==> src/rtl/rxv_pkg.sv <==
package rxv_pkg;

  // Width of the byte modulo field for a given data width.
  function automatic int mod_width(input int data_w);
    int lanes;
    lanes = data_w / 8;
    return (lanes > 1) ? $clog2(lanes) : 1;
  endfunction

  // Width of a port index.
  function automatic int idx_width(input int ports);
    return (ports > 1) ? $clog2(ports) : 1;
  endfunction

  // Transfer state of the selected port.
  typedef enum logic [1:0] {
    XFER_IDLE    = 2'd0,
    XFER_ACTIVE  = 2'd1,
    XFER_STOPPED = 2'd2
  } xfer_state_e;

endpackage

==> src/rtl/rxv_addr_decode.sv <==
module rxv_addr_decode #(
  parameter int ADDR_W    = 5,
  parameter int NUM_PORTS = 4,
  parameter int BASE_ADDR = 4,
  parameter int NULL_ADDR = 31,
  parameter int IDX_W     = 2
) (
  input  logic [ADDR_W-1:0] addr,
  output logic              hit,
  output logic [IDX_W-1:0]  idx
);

  localparam logic [ADDR_W:0] LO_BOUND = (ADDR_W+1)'(BASE_ADDR);
  localparam logic [ADDR_W:0] HI_BOUND = (ADDR_W+1)'(BASE_ADDR + NUM_PORTS);
  localparam logic [ADDR_W-1:0] NULL_V = ADDR_W'(NULL_ADDR);
  localparam logic [IDX_W-1:0]  LO_IDX = IDX_W'(BASE_ADDR);

  logic [ADDR_W:0] addr_ext;
  logic            in_window;
  logic            is_null;

  always_comb begin
    addr_ext  = {1'b0, addr};
    in_window = (addr_ext >= LO_BOUND) && (addr_ext < HI_BOUND);
    is_null   = (addr == NULL_V);
    hit       = in_window && !is_null;
    idx       = addr[IDX_W-1:0] - LO_IDX;
  end

endmodule

==> src/rtl/rxv_port_mux.sv <==
module rxv_port_mux #(
  parameter int NUM_PORTS = 4,
  parameter int DATA_W    = 16,
  parameter int MOD_W     = 1,
  parameter int IDX_W     = 2,
  parameter int WORD_W    = DATA_W + MOD_W + 4
) (
  input  logic [IDX_W-1:0]           sel_idx,
  input  logic [NUM_PORTS-1:0]       fifo_empty,
  input  logic [NUM_PORTS*DATA_W-1:0] fifo_data,
  input  logic [NUM_PORTS-1:0]       fifo_sop,
  input  logic [NUM_PORTS-1:0]       fifo_eop,
  input  logic [NUM_PORTS*MOD_W-1:0] fifo_mod,
  input  logic [NUM_PORTS-1:0]       fifo_par,
  input  logic [NUM_PORTS-1:0]       fifo_err,
  output logic [WORD_W-1:0]          head_word,
  output logic                       head_empty,
  output logic                       head_eop
);

  // Packed head word layout: {err, par, mod, eop, sop, data}
  localparam int EOP_POS = DATA_W + 1;
  localparam int SLOTS   = 1 << IDX_W;

  logic [WORD_W-1:0] words [SLOTS];
  logic              empt  [SLOTS];

  for (genvar gi = 0; gi < SLOTS; gi++) begin : g_slot
    if (gi < NUM_PORTS) begin : g_real
      assign words[gi] = {fifo_err[gi], fifo_par[gi],
                          fifo_mod[gi*MOD_W +: MOD_W],
                          fifo_eop[gi], fifo_sop[gi],
                          fifo_data[gi*DATA_W +: DATA_W]};
      assign empt[gi]  = fifo_empty[gi];
    end else begin : g_pad
      assign words[gi] = '0;
      assign empt[gi]  = 1'b1;
    end
  end

  always_comb begin
    head_word  = words[sel_idx];
    head_empty = empt[sel_idx];
    head_eop   = head_word[EOP_POS];
  end

endmodule

==> src/rtl/rxv_sel_ctrl.sv <==
module rxv_sel_ctrl
  import rxv_pkg::*;
#(
  parameter int IDX_W = 2
) (
  input  logic             clk,
  input  logic             rst,
  input  logic             rd_en_n,
  input  logic             addr_hit,
  input  logic [IDX_W-1:0] addr_idx,
  input  logic             head_empty,
  input  logic             head_eop,
  output logic [IDX_W-1:0] sel_idx,
  output logic             pop,
  output logic             oe_next
);

  logic        ren_q;      // read enable (active low) at the previous edge
  xfer_state_e state;
  logic        eligible;
  logic        sel_edge;

  always_comb begin
    sel_edge = ren_q;
    eligible = !sel_edge && !rd_en_n && (state == XFER_ACTIVE);
    pop      = eligible && !head_empty;
    if (sel_edge) oe_next = !rd_en_n && addr_hit;
    else          oe_next = !rd_en_n && (state != XFER_IDLE);
  end

  always_ff @(posedge clk) begin
    if (rst) begin
      ren_q   <= 1'b1;
      state   <= XFER_IDLE;
      sel_idx <= '0;
    end else begin
      ren_q <= rd_en_n;
      if (sel_edge) begin
        state   <= addr_hit ? XFER_ACTIVE : XFER_IDLE;
        sel_idx <= addr_idx;
      end else if (eligible && (head_empty || head_eop)) begin
        state <= XFER_STOPPED;
      end
    end
  end

endmodule

==> src/rtl/rxv_out_reg.sv <==
module rxv_out_reg #(
  parameter int DATA_W = 16,
  parameter int MOD_W  = 1,
  parameter int WORD_W = DATA_W + MOD_W + 4
) (
  input  logic              clk,
  input  logic              rst,
  input  logic              pop,
  input  logic              oe_next,
  input  logic [WORD_W-1:0] head_word,
  output logic              rx_valid,
  output logic [DATA_W-1:0] rx_data,
  output logic              rx_sop,
  output logic              rx_eop,
  output logic [MOD_W-1:0]  rx_mod,
  output logic              rx_par,
  output logic              rx_err,
  output logic              rx_oe
);

  localparam int SOP_POS = DATA_W;
  localparam int EOP_POS = DATA_W + 1;
  localparam int MOD_LSB = DATA_W + 2;
  localparam int PAR_POS = DATA_W + MOD_W + 2;
  localparam int ERR_POS = DATA_W + MOD_W + 3;

  always_ff @(posedge clk) begin
    if (rst) begin
      rx_valid <= 1'b0;
      rx_oe    <= 1'b0;
    end else begin
      rx_valid <= pop;
      rx_oe    <= oe_next;
    end
  end

  // Payload registers carry no reset: qualified by rx_valid.
  always_ff @(posedge clk) begin
    if (pop) begin
      rx_data <= head_word[DATA_W-1:0];
      rx_sop  <= head_word[SOP_POS];
      rx_eop  <= head_word[EOP_POS];
      rx_mod  <= head_word[MOD_LSB +: MOD_W];
      rx_par  <= head_word[PAR_POS];
      rx_err  <= head_word[ERR_POS];
    end
  end

endmodule

==> src/rtl/rx_valid_ctrl.sv <==
module rx_valid_ctrl
  import rxv_pkg::*;
#(
  parameter int NUM_PORTS = 4,
  parameter int DATA_W    = 16,
  parameter int ADDR_W    = 5,
  parameter int BASE_ADDR = 4,
  parameter int NULL_ADDR = 31,
  localparam int MOD_W    = mod_width(DATA_W)
) (
  input  logic                        clk,
  input  logic                        rst,
  input  logic                        rd_en_n,
  input  logic [ADDR_W-1:0]           port_addr,
  input  logic [NUM_PORTS-1:0]        fifo_empty,
  input  logic [NUM_PORTS*DATA_W-1:0] fifo_data,
  input  logic [NUM_PORTS-1:0]        fifo_sop,
  input  logic [NUM_PORTS-1:0]        fifo_eop,
  input  logic [NUM_PORTS*MOD_W-1:0]  fifo_mod,
  input  logic [NUM_PORTS-1:0]        fifo_par,
  input  logic [NUM_PORTS-1:0]        fifo_err,
  output logic [NUM_PORTS-1:0]        fifo_pop,
  output logic                        rx_valid,
  output logic [DATA_W-1:0]           rx_data,
  output logic                        rx_sop,
  output logic                        rx_eop,
  output logic [MOD_W-1:0]            rx_mod,
  output logic                        rx_par,
  output logic                        rx_err,
  output logic                        rx_oe
);

  localparam int IDX_W  = idx_width(NUM_PORTS);
  localparam int WORD_W = DATA_W + MOD_W + 4;

  logic              addr_hit;
  logic [IDX_W-1:0]  addr_idx;
  logic [IDX_W-1:0]  sel_idx;
  logic [WORD_W-1:0] head_word;
  logic              head_empty;
  logic              head_eop;
  logic              pop;
  logic              oe_next;

  rxv_addr_decode #(
    .ADDR_W(ADDR_W), .NUM_PORTS(NUM_PORTS), .BASE_ADDR(BASE_ADDR),
    .NULL_ADDR(NULL_ADDR), .IDX_W(IDX_W)
  ) u_dec (
    .addr(port_addr), .hit(addr_hit), .idx(addr_idx)
  );

  rxv_sel_ctrl #(.IDX_W(IDX_W)) u_sel (
    .clk(clk), .rst(rst), .rd_en_n(rd_en_n),
    .addr_hit(addr_hit), .addr_idx(addr_idx),
    .head_empty(head_empty), .head_eop(head_eop),
    .sel_idx(sel_idx), .pop(pop), .oe_next(oe_next)
  );

  rxv_port_mux #(
    .NUM_PORTS(NUM_PORTS), .DATA_W(DATA_W), .MOD_W(MOD_W),
    .IDX_W(IDX_W), .WORD_W(WORD_W)
  ) u_mux (
    .sel_idx(sel_idx), .fifo_empty(fifo_empty), .fifo_data(fifo_data),
    .fifo_sop(fifo_sop), .fifo_eop(fifo_eop), .fifo_mod(fifo_mod),
    .fifo_par(fifo_par), .fifo_err(fifo_err),
    .head_word(head_word), .head_empty(head_empty), .head_eop(head_eop)
  );

  rxv_out_reg #(.DATA_W(DATA_W), .MOD_W(MOD_W), .WORD_W(WORD_W)) u_out (
    .clk(clk), .rst(rst), .pop(pop), .oe_next(oe_next),
    .head_word(head_word),
    .rx_valid(rx_valid), .rx_data(rx_data), .rx_sop(rx_sop),
    .rx_eop(rx_eop), .rx_mod(rx_mod), .rx_par(rx_par),
    .rx_err(rx_err), .rx_oe(rx_oe)
  );

  for (genvar gp = 0; gp < NUM_PORTS; gp++) begin : g_pop
    assign fifo_pop[gp] = pop && (sel_idx == IDX_W'(gp));
  end

endmodule

==> config.mk <==
export PLATFORM = sky130hd
export DESIGN_NAME = rx_valid_ctrl
export DESIGN_NICKNAME = d
export VERILOG_FILES = /design/src/rtl/rxv_pkg.sv /design/src/rtl/rxv_addr_decode.sv /design/src/rtl/rxv_port_mux.sv /design/src/rtl/rxv_sel_ctrl.sv /design/src/rtl/rxv_out_reg.sv /design/src/rtl/rx_valid_ctrl.sv
export SDC_FILE = /design/constraint.sdc
export NUM_CORES = 1
export LEC_CHECK = 0
export ABC_CLOCK_PERIOD_IN_PS = 5450
export BUFFER_PORTS_ARGS = -buffer_cell sky130_fd_sc_hd__buf_4
export CAP_MARGIN = 20
export CORE_MARGIN = 5
export CORE_UTILIZATION = 39
export CTS_CLUSTER_DIAMETER = 100
export DETAILED_ROUTE_END_ITERATION = 16
export PLACE_DENSITY_LB_ADDON = 0.3
export SYNTH_ARGS = -nofsm -noshare
export SYNTH_HDL_FRONTEND = slang
export SYNTH_HIERARCHICAL = 1
export SYNTH_SLANG_ARGS = --single-unit
export TNS_END_PERCENT = 20
==> constraint.sdc <==
create_clock -name clk -period 5.45 [get_ports clk]
set_input_delay 0.2725 -clock clk [delete_from_list [all_inputs] [get_ports clk]]
set_output_delay 0.2725 -clock clk [all_outputs]
set_load 0.01 [all_outputs]
* After elaboration in Yosys (flattened, before gate mapping)
Cells that the tools add are included.
** Storage, ports and cells
- Output and inout port bits :: 27
- Logic and storage cells :: 50
- Bits of input ports :: 96
- Bits in registers :: 28
** Cells by class
- Bitwise gates (word level) :: 1
- Equal/unequal tests :: 5
- Mux-type cells :: 10
- Reductions and logical operators :: 20
- $lt $le $gt $ge :: 3
** Operators by type and width (count)
- $bmux W21 S2 :: 1
- $mux W21 :: 2
- $logic_and A1 B1 Y1 :: 12
- $eq A5 B5 Y1 const B :: 1
- $ge A5 B3 Y1 const B :: 1
- $lt A5 B4 Y1 const B :: 1
- $eq A2 B1 Y1 const B :: 2
- $eq A2 B2 Y1 const B :: 2
- $logic_not A1 Y1 :: 4
- $mux W1 :: 4
- $mux W2 :: 2
- $reduce_bool A2 Y1 :: 2
- $ge A3 B3 Y1 const B :: 1
- $not A2 Y3 :: 1
- $bmux W1 S2 :: 1
- $logic_not A2 Y1 :: 1
- $logic_or A1 B1 Y1 :: 1

* Longest topological paths before layout
- Depth after elaboration :: 8
- Depth in mapped cells :: 5
- Gate-level depth less buffers :: 4

* Cells and area by module
The synthesis kept the hierarchy.
** Modules (own cells, without submodules)
- rxv_out_reg :: instances 1, area an instance 683.2 um^2, cells each 25
- rxv_port_mux :: instances 1, area an instance 543.0 um^2, cells each 27
- rxv_sel_ctrl :: instances 1, area an instance 203.9 um^2, cells each 22
- rx_valid_ctrl :: instances 1, area an instance 37.5 um^2, cells each 4
- rxv_addr_decode :: instances 1, area an instance 27.5 um^2, cells each 3

* Worst setup path after synthesis
No wires, ideal clock.
- Path kind :: reg-to-output
- Start point :: register u_sel.sel_idx[0]
- End point :: output fifo_pop[0]
- Data arrival time :: 3928 ps
- Cell stages (with the launch flop) :: 4
- Slack :: 1249 ps
- Path buffers :: 0
- Cells stage by stage :: dfxtp_1 -> mux4_1 -> nor4_1 -> nor3b_2
** On the way
- Word-level cells in the longest chain between the ends :: 7
** Ends and longest elaborated chain
- start: declaration :: line rxv_sel_ctrl.sv:13 : output logic [IDX_W-1:0] sel_idx,
- start signal: assignment :: line rxv_sel_ctrl.sv:40 : sel_idx <= addr_idx;
- $not A2 Y3 (implied by the code) :: line rxv_port_mux.sv:43 : head_empty = empt[sel_idx];
- $bmux W1 S2 :: line rxv_port_mux.sv:43
- $mux W1 (implied by the code) (2 in series) :: line rxv_port_mux.sv:43
- net head_empty :: line rx_valid_ctrl.sv:40 : logic head_empty;
- $logic_not A1 Y1 :: line rxv_sel_ctrl.sv:26 : pop = eligible && !head_empty;
- $logic_and A1 B1 Y1 :: line rxv_sel_ctrl.sv:26
- net pop :: line rx_valid_ctrl.sv:42 : logic pop;
- $logic_and A1 B1 Y1 :: line rx_valid_ctrl.sv:78 : assign fifo_pop[gp] = pop && (sel_idx == IDX_W'(gp));
- end: declaration :: line rx_valid_ctrl.sv:22 : output logic [NUM_PORTS-1:0] fifo_pop,
The timed path passes the listed nets, and every way through them passes these cells. The select of a mux whose other input is x is not followed.

* Final worst setup path
Ends and elaborated chain as after synthesis.

==> metrics.log <==
[metrics] initial drt markers: 59
[metrics] buffer depth of the longest clock path: 2
[metrics] Setup Fix Bufs, Post-CTS: 0
[metrics] cell types with the largest area share after synthesis: edfxtp_1 (42%), mux4_2 (30%), dfxtp_1 (9.4%), mux4_1 (3.5%), nor3b_2 (1.7%)
[metrics] wire length of the first global-routing pass: 6561 um
[metrics] Max Freq: 0.3337 GHz
[metrics] final setup vio count: 0
[metrics] count of clock tree sinks: 28
[metrics] most frequent standard cell in the layout excluding fill and tap cells: buf_4
[metrics] largest net degree at the start of global routing: 28
[metrics] post-cts hold buffer count: 0
[metrics] data required time of the worst path: 5.18 ns
[metrics] remaining max-slew budget at the tightest pin: 0.4505
[metrics] start-to-end type of the worst setup path: register to output pin
[metrics] number of H-tree branching levels: 1
[metrics] worst-case clock skew: 0.0008677 ns
[metrics] max-cap check violation count: 0
[metrics] Synth Area per Inst: 18.46 sq um
[metrics] cell area after synthesis: 0.001495 sq mm
[metrics] start point of the critical path: u_sel/sel_idx[0]$_SDFFE_PP0P_
[metrics] number of antenna violations at the first check in global routing: 0
[metrics] Layout Area Growth over Synthesis: 67.78%
[metrics] critical register-to-register path startpoint: u_sel/sel_idx[0]$_SDFFE_PP0P_
[metrics] total global routing track utilization: 0.1644
[metrics] count of standard-cell rows: 22
[metrics] clock tree root driver cell: clkbuf_8
[metrics] number of distinct standard cells referenced by the synthesized netlist: 24
[metrics] post-cts sizing count: 0
[metrics] kind of start point of the critical path: register
[metrics] number of global-route vias before repair: 1385
[metrics] Avg Vias per Cell: 5.048
[metrics] gp weighted congestion: 0.8521
[metrics] type of destination of the critical path: output pin
[metrics] die extent in y: 71.92 um
[metrics] max-slew violation count: 0
[metrics] end of the worst register-to-register path: u_out/rx_data[2]$_DFFE_PP_
[metrics] I/O Pins: 123
[metrics] Vias: 1267
[metrics] drt wl/cell: 17.26 um
[metrics] DR pass1 iterations: 4
[metrics] post-route clock period utilization: 0.5498
[metrics] final critical delay including setup and external delays: 2.997 ns
[metrics] share of the synthesized area in the top cell type: 0.4218
[metrics] Arr. time, crit path: 2.72 ns
[metrics] Gate Count Post-Synth: 81
[metrics] net count of the mapped netlist: 177
[metrics] DPL Wire Length: 3572 um
[metrics] number of buffers created by CTS: 3
[metrics] r2r setup slk: 3.04 ns
[metrics] worst vdd ir: 0.1246 mV
[metrics] final antenna diode count: 0
[metrics] clock-pin slew of the registers on the worst-case setup and hold paths: 0.09 ns
[metrics] leakage power: 1.093 nW
[metrics] Residual DRC: 0
[metrics] end point of the critical path: fifo_pop[0]
[metrics] total design power: 0.4629 mW
[metrics] remaining global-route overflow: 0
[metrics] aggregate routed wire length: 4332 um
[metrics] clock tree from TritonCTS: built
[metrics] power density over the cells: 184.5 mW/mm^2
[metrics] clk_lat worst skew: 0.27 ns
[metrics] share of final-layout standard cells stronger than drive strength 1: 0.7635
[metrics] post-detailed-route count of antenna-violating nets: 0
[metrics] top library cells by usage in the layout, fill and taps aside: buf_4 (124), edfxtp_1 (21), mux4_2 (20)
[metrics] net count reported at finish: 300
[metrics] unrepaired setup endpoints after global routing: false
[metrics] die width: 71.92 um
[metrics] area enclosed by the die boundary: 0.005172 sq mm
[metrics] initial standard-cell utilization of the core: 0.4054
[metrics] number of cell instances on the worst register-to-register path: 3
[metrics] largest fanout on the critical path: 27
[metrics] quantity of I/O buffers inserted on ports: 122
[metrics] synthesis-stage register bit count: 28
[metrics] run status: complete, no violations
[metrics] Total Negative Setup Slacks: 0 ns
[metrics] kind of path behind the tightest hold check: input pin to register
[metrics] library cell with the largest summed area after synthesis: edfxtp_1
[metrics] final hold vios: 0
[metrics] Warnings, synthesis: 6
[metrics] Core Box Area: 0.003689 sq mm
[metrics] proportion of synthesized chip area in sequential cells: 0.5155
[metrics] actual transition at the worst max-transition pin: 0.8243 ns
-- how the worst min path moves through the flow --
stage	start	to	slack [ns]	cells past startpoint
final	rst	u_sel/state[0]$_SDFFE_PP0P_	0.20	2
after global routing	rst	u_sel/state[0]$_SDFFE_PP0P_	0.20	2
after CTS	rst	u_sel/state[0]$_SDFFE_PP0P_	0.19	2
after detailed placement	rst	u_sel/state[0]$_SDFFE_PP0P_	0.49	2
after global placement	rst	u_sel/state[0]$_SDFFE_PP0P_	0.48	2
after floorplan	rst	u_sel/state[0]$_SDFFE_PP0P_	0.33	1
-- cell families after synthesis --
group                  share of synthesized area
AO/OA/AOI/OAI                            0.02344
AND/OR/NAND/NOR                          0.07196
flip-flops                                0.5155
multiplexers                              0.3498
buffers and inverters                    0.03933
-- power breakdown --
group / total [mW] / switching, mW / internal [mW]
logic: 0.0947 / 0.0210 / 0.0737
registers: 0.243 / 0.00913 / 0.234
clock network: 0.125 / 0.0607 / 0.0646
-- routing by layer --
layer	track usage	up-vias	share of wire
li1	-	587	-
met2	0.3010	87	0.52
met3	0.06094	2	0.13
met1	0.1779	591	0.34
met4	0.04384	0	0.0035
met5	0	-	0
-- layout make-up --
class	count	area [sq um]
sequential	28	772.0
fill	293	1180
tap	48	60.06
multi-input combinational	45	671.9
timing repair buffer	125	945.9
clock buffer	4	55.05
inverter	1	3.754
-- critical path, stage by stage, from the launching register on --
cell and delay [ns]:
dfxtp_2 0.88, mux4_1 0.68, nor4_2 0.28, buf_4 0.27
nor3b_2 0.20, buf_4 0.14
-- cells in the mapped netlist (all sizes together) --
master,n
or2,2
nand2,1
a21o,1
and3,1
mux4,22
nor3,1
inv,1
nor2b,2
nor2,3
a21oi,2
o21bai,1
nor3b,2
nor4,1
dfxtp,7
buf,7
mux2i,2
a31oi,1
and3b,2
nand2b,1
edfxtp,21
-- metrics by stage --
step | hold WS [ns] | std cells | instance area [sq um] | worst slack (ns) | util
floorplan | 0.3349 | 81 | 1495 | 1.249 | -
global placement | 0.4841 | 246 | 2439 | 2.767 | 0.6611
detailed placement | 0.4890 | 246 | 2439 | 2.680 | 0.6611
CTS | 0.1930 | 250 | 2494 | 2.377 | 0.6761
global route | 0.2025 | 251 | 2509 | 2.189 | 0.6801
finish | 0.2009 | 251 | 2509 | 2.453 | 0.6801
-- sequential cells by signal, summed over array words and instances (netlist names) --
name / cells
u_out/rx_data: 16
u_out/rx_eop: 1
u_out/rx_err: 1
u_out/rx_mod: 1
u_out/rx_oe: 1
u_out/rx_par: 1
u_out/rx_sop: 1
u_out/rx_valid: 1
u_sel/ren_q: 1
u_sel/sel_idx: 2
u_sel/state: 2
No activity file was read; power rests on OpenSTA's default activity.
